**config.mk**
```make
export PLATFORM = sky130hd
export DESIGN_NAME = cascade_prio_enc
export DESIGN_NICKNAME = d
export VERILOG_FILES = /design/src/rtl/cascade_prio_enc_pkg.sv /design/src/rtl/cpe_group_enc.sv /design/src/rtl/cpe_merge.sv /design/src/rtl/cascade_prio_enc.sv
export SDC_FILE = /design/constraint.sdc
export NUM_CORES = 1
export LEC_CHECK = 0
export CAP_MARGIN = 20
export CORE_UTILIZATION = 27
export DETAILED_ROUTE_END_ITERATION = 8
export PLACE_DENSITY = 0.85
export SYNTH_ARGS = -nofsm -noshare
export SYNTH_HDL_FRONTEND = slang
export SYNTH_SLANG_ARGS = --single-unit
```
**constraint.sdc**
```tcl
create_clock -name vclk -period 1.81
set_clock_uncertainty 0.15 [all_clocks]
set_input_delay 0.362 -clock vclk [all_inputs]
set_output_delay 0.362 -clock vclk [all_outputs]
set_load 0.02 [all_outputs]
```
**src/rtl/cascade_prio_enc_pkg.sv**
```systemverilog
package cascade_prio_enc_pkg;

  localparam int unsigned CPE_GROUP_W = 8;
  localparam int unsigned CPE_GROUPS  = 4;

  // Bit j of a group number: decides whether that group's flag feeds index bit j
  function automatic logic grp_sel(input int unsigned grp, input int unsigned j);
    return ((grp >> j) & 1) == 1;
  endfunction

endpackage

```
**src/rtl/cpe_group_enc.sv**
```systemverilog
// One 8-request (parameterised) encoder with active-low enable, active-low I/O.
module cpe_group_enc #(
  parameter int unsigned W  = 8,
  localparam int unsigned CW = $clog2(W)
) (
  input  logic          en_n,
  input  logic [W-1:0]  req_n,
  output logic [CW-1:0] code_n,
  output logic          gs_n,
  output logic          eo_n
);

  logic [CW-1:0] hi_num;
  logic          found;

  always_comb begin
    hi_num = '0;
    found  = 1'b0;
    for (int i = 0; i < W; i++) begin
      if (!req_n[i]) begin
        hi_num = CW'(i);
        found  = 1'b1;
      end
    end
  end

  always_comb begin
    if (en_n) begin
      code_n = '1;
      gs_n   = 1'b1;
      eo_n   = 1'b1;
    end else if (found) begin
      code_n = ~hi_num;
      gs_n   = 1'b0;
      eo_n   = 1'b1;
    end else begin
      code_n = '1;
      gs_n   = 1'b1;
      eo_n   = 1'b0;
    end
  end

endmodule

```
**src/rtl/cpe_merge.sv**
```systemverilog
// Combines the group flags and code lines into the final active-high outputs.
module cpe_merge
  import cascade_prio_enc_pkg::*;
#(
  parameter int unsigned GROUPS = 4,
  parameter int unsigned CW     = 3,
  localparam int unsigned GW    = $clog2(GROUPS)
) (
  input  logic [GROUPS-1:0]    gs_n,
  input  logic [GROUPS*CW-1:0] code_n,
  output logic [GW+CW-1:0]     idx,
  output logic                 any_req
);

  // Low bits: NAND of each code line across all groups
  for (genvar b = 0; b < CW; b++) begin : g_low
    logic [GROUPS-1:0] col_n;
    for (genvar g = 0; g < GROUPS; g++) begin : g_col
      assign col_n[g] = code_n[g*CW + b];
    end
    assign idx[b] = ~&col_n;
  end

  // Group bits: OR of the flags of groups whose number has that bit set
  for (genvar j = 0; j < GW; j++) begin : g_grp
    logic [GROUPS-1:0] hit;
    for (genvar g = 0; g < GROUPS; g++) begin : g_hit
      if (grp_sel(g, j)) begin : g_on
        assign hit[g] = ~gs_n[g];
      end else begin : g_off
        assign hit[g] = 1'b0;
      end
    end
    assign idx[CW+j] = |hit;
  end

  assign any_req = ~&gs_n;

endmodule

```
**src/rtl/cascade_prio_enc.sv**
```systemverilog
module cascade_prio_enc
  import cascade_prio_enc_pkg::*;
#(
  parameter int unsigned GROUP_W = CPE_GROUP_W,
  parameter int unsigned GROUPS  = CPE_GROUPS,
  localparam int unsigned NREQ   = GROUP_W * GROUPS,
  localparam int unsigned CW     = $clog2(GROUP_W),
  localparam int unsigned IW     = $clog2(NREQ)
) (
  input  logic [NREQ-1:0] req_n,
  output logic [IW-1:0]   idx,
  output logic            any_req
);

  logic [GROUPS-1:0]    en_n;
  logic [GROUPS-1:0]    eo_n;
  logic [GROUPS-1:0]    gs_n;
  logic [GROUPS*CW-1:0] code_n;

  // Top group always enabled; each group's idle output enables the next lower one
  assign en_n[GROUPS-1] = 1'b0;
  for (genvar g = GROUPS - 1; g > 0; g--) begin : g_chain
    assign en_n[g-1] = eo_n[g];
  end

  for (genvar g = 0; g < GROUPS; g++) begin : g_grp
    cpe_group_enc #(.W(GROUP_W)) u_enc (
      .en_n   (en_n[g]),
      .req_n  (req_n[g*GROUP_W +: GROUP_W]),
      .code_n (code_n[g*CW +: CW]),
      .gs_n   (gs_n[g]),
      .eo_n   (eo_n[g])
    );
  end

  // Lowest group's idle output is the block-wide "nothing" signal; the
  // merge derives the flag from the group flags instead.
  logic unused_last_eo;
  assign unused_last_eo = eo_n[0];

  cpe_merge #(.GROUPS(GROUPS), .CW(CW)) u_merge (
    .gs_n    (gs_n),
    .code_n  (code_n),
    .idx     (idx),
    .any_req (any_req)
  );

endmodule

```
==> impl_metrics.csv, run 1 <==
group,metric,value,unit
synthesis,synth_fa_ha_area_share,0,%
synthesis,synth_top_cell_by_area,"nand2_1",
synthesis,synthDominantCellAreaShare,13.59,%
synthesis,synth_fp_nets,87,
grt,grt_max_degree,5,
place,dp_cells,130,
place,gp_congestion,0.7591,
place,dpl.hpwl,1.376,mm
outcome,status,"aborted with a tool error",
synthesis,synth_xor_area_share,0,%
grt,antenna_found_initial,0,
sta,worst-ep-kind,"primary output",
synthesis,synth.area.top_cells,"nand2_1 (14%), o21ai_0 (8.4%), o221ai_1 (7.3%)",
place,place_area,949.7,sq um
synthesis,ys_seq_area_share,0,%
sta,grt-worst-endpoint,"any_req",
synthesis,syn-instance-count,55,
synthesis,synth_top_family_by_area,"simple AND/OR/NAND/NOR gates",
die,die_h,38.47,um
place,place_ws,-1.088,ns
place,portBuffers,38,
outcome,failed_stage,"global routing",
synthesis,synth-simple-area-share,56.45,%
synthesis,synth_warnings,0,
die,initial_core_util,30.66,%
die,rows,12,
outcome,error,"[ERROR DPL-0033] detailed placement checks failed during check placement.",
die,dieWidth,38.47,um
synthesis,avgSynthCellArea,6.529,sq um
synthesis,syn_area,359.1,sq um
synthesis,synth.distinct_cells,24,
synthesis,synth_compound_area_share,38.33,%
die,io-pin-count,38,
synthesis,muxShareOfSynthArea,0,%
[kinds of logic after synthesis]
logic type | after synthesis
buf+inv | 5
compound gates | 20
simple gates | 30
[stage by stage]
step / setup TNS [ns] / hold WS [ns]
3_5_place_dp: -5.654 / 1.747
4_1_cts: -0.6728 / 0.9265
2_1_floorplan: -0.1822 / 0.6459
3_3_place_gp: -5.311 / 1.744
[Yosys cell counts]
cell type	number
a21boi_0	1
inv_1	5
nor2_4	1
nor2_1	1
or4_4	1
o21ai_0	6
o2111ai_1	1
nand2b_4	1
nand3b_1	1
a31oi_1	2
a31o_2	2
nand4_1	4
o221ai_1	3
and4_4	1
nor3b_1	1
and4_2	2
nand2b_1	1
nor2b_1	2
nand4b_4	1
o211ai_1	1
a41o_1	1
a21oi_1	2
a211oi_1	1
nand2_1	13
[timing repair]
action / in CTS
hold buffers: 0
endpoints found under the setup margin: 6
gates resized for setup: 189
setup buffers: 10
pin swaps: 21
==> run 2: changes to the inputs <==
--- a/config.mk
+++ b/config.mk
@@ -6,9 +6,10 @@
 export NUM_CORES = 1
 export LEC_CHECK = 0
 export CAP_MARGIN = 20
-export CORE_UTILIZATION = 27
+export CORE_AREA = 2 2 63 65
 export DETAILED_ROUTE_END_ITERATION = 8
-export PLACE_DENSITY = 0.85
+export DIE_AREA = 0 0 65 67
+export PLACE_DENSITY_LB_ADDON = 0.15
 export SYNTH_ARGS = -nofsm -noshare
 export SYNTH_HDL_FRONTEND = slang
 export SYNTH_SLANG_ARGS = --single-unit
==> constraint.sdc (replaced) <==
create_clock -name vclk -period 2.35
set_clock_uncertainty 0.15 [all_clocks]
set_input_delay 0.47 -clock vclk [all_inputs]
set_output_delay 0.47 -clock vclk [all_outputs]
set_load 0.02 [all_outputs]
==> impl_metrics.csv, run 2 <==
group,metric,value,unit
synthesis,synth_warnings,0,
cells_and_area,regArea,0,sq um
worst_setup_path,worstPathRequired,1.73,ns
cells_and_area,insertedDiodeCount,0,
die,rows,22,
cells_and_area,fillCellCount,415,
sta,setup_tns,-0.006951,ns
drt,wire_per_inst,10.01,um
die,initial_core_util,9.958,%
cells_and_area,final_util,25.43,%
worst_setup_path,critPathTopFamily,"simple AND/OR/NAND/NOR gates",
drt,first_iter_violations,14,
sta,setup_violations,1,
synthesis,synthDominantCellAreaShare,13.59,%
die,die-area,0.004355,sq mm
worst_setup_path,cp_slowest_stage_delay,0.53,ns
grt,grt_overflow_total,0,
synthesis,synth_fp_nets,87,
worst_hold_path,hold_class,"input port to output port",
cells_and_area,final_layout_size_suffix_gt1_share,53.72,%
die,core-area,0.003606,sq mm
power,p_per_area,119.7,mW/mm^2
synthesis,avgSynthCellArea,6.529,sq um
worst_setup_path,critPathMaxFanout,3,
sta,finalCritPeriodShare,100.3,%
grt,grt_pass1_vias,675,
worst_hold_path,min_from,"req_n[31]",
worst_setup_path,worstSetupEndpointType,"output port",
synthesis,syn-instance-count,55,
synthesis,synth.area.top_cells,"nand2_1 (14%), o21ai_0 (8.4%), o221ai_1 (7.3%)",
die,dieWidth,65,um
cells_and_area,clock_buffers,0,
grt,antenna_found_initial,0,
cells_and_area,final_common_cell,"buf_4",
die,die_h,67,um
place,gp_congestion,0.7087,
worst_setup_path,worstPathArrival,1.74,ns
drt,viasPerCell,3.846,
synthesis,synth.distinct_cells,24,
drt,dr.pass1.iters,2,
synthesis,synth_most_common_cell,"nand2_1",
cells_and_area,nets,155,
drt,drtAntennaViolNets,0,
synthesis,synth_top_cell_by_area,"nand2_1",
worst_setup_path,slowest_stage,"or4_4",
sta,relSlewSlack,86.38,%
worst_setup_path,cp_cell_sequence,"buf_2 -> and4_4 -> nand4b_4 -> nand2b_4 -> or4_4 -> buf_6",
sta,timing.final.hold_violations,0,
drt,routed_wl,1.692,mm
cells_and_area,flops_and_latches,0,
sta,fmax,424.3,MHz
drt,drc,0,
die,io-pin-count,38,
worst_setup_path,setup.worst_path.start_class,"input port",
worst_hold_path,hold_path_depth,4,
sta,min_period,2.357,ns
worst_setup_path,critPathBufInv,2,
worst_setup_path,path_class,"input port to output port",
outcome,status,"complete, but fails checks",
synthesis,syn_area,359.1,sq um
power,leakage,0.0004592,uW
grt,grt_pass1_wl,2.808,mm
sta,worst_pin_slew,0.2022,ns
place,dpl.hpwl,1.560,mm
drt,vias,650,
synthesis,synthTopCellsByCount,"nand2_1 (13), o21ai_0 (6), inv_1 (5)",
flow_run,max_cap_viol_count,0,
place,portBuffers,38,
cells_and_area,areaGrowthSynthToFinish,155.4,%
power,vdd_drop_max,0.02994,mV
grt,grt_usage,7.741,%
cells_and_area,mostFrequentLayoutCells,"buf_4 (30), buf_2 (19), nand2_1 (13), dlygate4sd2_1 (11), o21ai_0 (6)",
synthesis,ys_seq_area_share,0,%
outcome,violations,"setup timing",
clock_network,holdBufCountCts,0,
sta,drv_slew,0,
grt,grt_max_degree,5,
worst_hold_path,min_to,"idx[0]",
sta,timing.final.ws_setup,-0.006951,ns
sta,rsz0062_at_grt,"yes",
## run 2: cell counts after synthesis
Identical to the previous run, type by type.
## run 2: what timing repair did
item,CTS,global route
setup endpoints to repair,6,5
gates resized for setup,119,3
pin swaps,12,3
setup buffers,1,0
## run 2: stage by stage
stage	hold WS [ns]	instance area, sq um	power (uW)	setup slack (ns)	cells
after CTS	1.229	924.6	112.0	0.0008684	169
after floorplan	0.9641	359.1	27.27	0.08148	55
after global routing	1.247	917.1	122.0	-0.05259	169
after detailed placement	1.982	1002	129.5	-0.8492	168
final	1.216	917.1	109.8	-0.006951	169
after global placement	1.986	1002	129.6	-0.8361	168
## run 2: worst max-delay path by stage
stage          startpoint  endpoint  slack (ns)  cells after the start
2_1_floorplan   req_n[19]   any_req        0.08                      4
6_report        req_n[20]   any_req      -0.007                      6
4_1_cts          req_n[9]   any_req      0.0009                      6
3_5_place_dp    req_n[18]   any_req       -0.85                      6
5_1_grt         req_n[27]   any_req       -0.05                      6
3_3_place_gp    req_n[18]   any_req       -0.84                      6
## run 2: cell families (layout without fill, tap and decap cells)
group,count (synthesis),in the layout,share of synthesized area (%)
buffers and inverters,5,71,5.227
AO/OA/AOI/OAI,20,20,38.33
AND/OR/NAND/NOR,30,30,56.44
## run 2: routing by layer
metal / global-route usage, % / wire length (um) / vias to the layer above
met1: 9.700 / 710 / 284
met5: 0 / 0 / -
met2: 15.21 / 905 / 17
li1: - / - / 349
met3: 0.5068 / 75 / 0
met4: 0 / 0 / 0
## run 2: cell type report
type	count	area, sq um	share of cell area [%]
multi-input cells	50	364.1	39.70
well taps	48	60.06	6.548
inverters	5	18.77	2.046
repair buffers	66	474.2	51.71
## run 2: report_power, final
group          switching, uW  total, uW  internal (uW)
clock                      0          0              0
combinational           44.1        110           65.7
sequential                 0          0              0
## run 2: worst min-delay path, delay by kind of cell
family          cells  cell delay [ns]
buf+inv             3             0.36
compound gates      1             0.06
Power figures use the tool's default switching activity.
==> run 3: changes to the inputs <==
--- a/config.mk
+++ b/config.mk
@@ -6,9 +6,9 @@
 export NUM_CORES = 1
 export LEC_CHECK = 0
 export CAP_MARGIN = 20
-export CORE_AREA = 2 2 63 65
+export CORE_AREA = 10 10 71 73
 export DETAILED_ROUTE_END_ITERATION = 8
-export DIE_AREA = 0 0 65 67
+export DIE_AREA = 0 0 81 83
 export PLACE_DENSITY_LB_ADDON = 0.15
 export SYNTH_ARGS = -nofsm -noshare
 export SYNTH_HDL_FRONTEND = slang
==> impl_metrics.csv, run 3 (synthesis results as in run 2) <==
group,metric,value,unit
outcome,status,"completed",
cells_and_area,final_util,27.89,%
drt,dr.pass1.iters,2,
worst_setup_path,worstPathArrival,1.73,ns
die,initial_core_util,9.883,%
grt,met2_usage,10.95,%
drt,routed_wl,2.017,mm
worst_setup_path,path_class,"input port to output port",
place,dpl.hpwl,1.854,mm
cells_and_area,finalNonFillerCells,169,
worst_setup_path,worstSetupEndpointType,"output port",
drt,drtAntennaViolNets,0,
die,dieWidth,81,um
power,p_per_area,122.2,mW/mm^2
sta,rsz0062_at_grt,"yes",
worst_setup_path,crit_path_end,"any_req",
sta,fmax,426.4,MHz
worst_setup_path,cp.depth,6,
grt,use_met3,0.9698,%
worst_setup_path,worstPathRequired,1.73,ns
place,dp_cells,165,
grt,grt_usage,5.450,%
worst_setup_path,critPathMaxFanout,3,
worst_setup_path,cp_slowest_stage_delay,0.52,ns
place,gp_congestion,0.7285,
power,vdd_drop_max,0.04369,mV
grt,grt_overflow_total,0,
clock_network,holdBufCountCts,0,
sta,finalCritPeriodShare,99.80,%
grt,grt.busiest_layer,"met2",
worst_setup_path,crit_top_cell,"buf_6",
grt,grt_pass1_vias,719,
cells_and_area,flops_and_latches,0,
worst_setup_path,setup.worst_path.start_class,"input port",
sta,min_period,2.345,ns
die,io-pin-count,38,
cells_and_area,nets,155,
sta,setup_violations,0,
cells_and_area,final_common_cell,"buf_4",
cells_and_area,insertedDiodeCount,0,
die,die-area,0.006723,sq mm
grt,grt_pass1_wl,3.118,mm
drt,viasPerCell,3.905,
die,core-area,0.003633,sq mm
grt,antenna_found_initial,0,
power,leakage,0.0004982,uW
cells_and_area,final_layout_size_suffix_gt1_share,55.37,%
cells_and_area,areaGrowthSynthToFinish,182.2,%
cells_and_area,regArea,0,sq um
cells_and_area,clock_buffers,0,
worst_setup_path,cp_cell_sequence,"buf_6 -> and4_4 -> nand4b_4 -> nand2b_4 -> or4_4 -> buf_6",
drt,wire_per_inst,11.93,um
flow_run,max_cap_viol_count,0,
die,die_h,83,um
cells_and_area,mostFrequentLayoutCells,"buf_4 (29), buf_6 (14), nand2_1 (13), buf_2 (7), dlygate4sd2_1 (7)",
place,portBuffers,38,
worst_setup_path,critPathTopFamily,"simple AND/OR/NAND/NOR gates",
drt,first_iter_violations,13,
drt,vias,660,
worst_setup_path,critPathBufInv,2,
worst_setup_path,slowest_stage,"or4_4",
sta,timing.final.hold_violations,0,
sta,worst_pin_slew,0.2142,ns
worst_hold_path,hold_class,"input port to output port",
grt,grt_max_degree,5,
worst_setup_path,crit_start,"req_n[18]",
drt,drc,0,
sta,drv_slew,0,
sta,relSlewSlack,85.57,%
die,rows,22,
grt,met1_usage,5.850,%
-- run 3: cell types whose count changed in the layout (fill, tap and decap cells not counted), sizes merged --
cell           before  now
clkdlybuf4s15       2    4
buf                51   50
dlymetal6s2s        0    2
dlygate4sd2        11    7
clkdlybuf4s50       1    2
-- run 3: cell type report --
| type | count | area, sq um |
|---|---|---|
| fillers | 419 | 2620 |
| repair buffers | 66 | 563.0 |
| multi-input cells | 50 | 371.6 |
| well taps | 48 | 60.06 |
| inverters | 5 | 18.77 |
-- run 3: per-layer routing --
| metal | vias up | share of wire [%] |
|---|---|---|
| li1 | 353 | - |
| met1 | 291 | 41 |
| met5 | - | 0 |
| met3 | 0 | 4.6 |
| met4 | 0 | 0 |
| met2 | 16 | 55 |
-- run 3: stage by stage --
stage               hold slack, ns  cell area (sq um)  total power [uW]  setup TNS, ns  setup slack, ns
global placement             1.977              979.7             127.7         -3.934          -0.8541
CTS                          1.211              932.1             113.2      -0.003781        -0.003781
finish                       1.171               1013             123.9              0         0.004689
global route                 1.199               1013             134.6       -0.03223         -0.03223
floorplan                   0.9641              359.1             27.27              0          0.08148
detailed placement           1.984              979.7             127.7         -4.008          -0.8724
-- run 3: repair_timing --
item,CTS,global route
pin swaps,13,11
setup endpoints to repair,6,5
resized for setup,114,20
buffers inserted,3,1
-- run 3: worst min-delay path by stage --
stage / startpoint / end / slack (ns) / depth (start not counted)
after floorplan: req_n[31] / idx[0] / 0.96 / 1
after CTS: req_n[30] / idx[0] / 1.21 / 4
final: req_n[30] / idx[0] / 1.17 / 4
after detailed placement: req_n[0] / any_req / 1.98 / 4
after global routing: req_n[31] / idx[0] / 1.20 / 4
after global placement: req_n[0] / any_req / 1.98 / 4
-- run 3: power by group --
| group | internal (uW) | switching, uW | total, uW |
|---|---|---|---|
| Clock | 0 | 0 | 0 |
| Sequential | 0 | 0 | 0 |
| Combinational | 78.4 | 45.5 | 124 |
| Total | 78.4 | 45.5 | 124 |
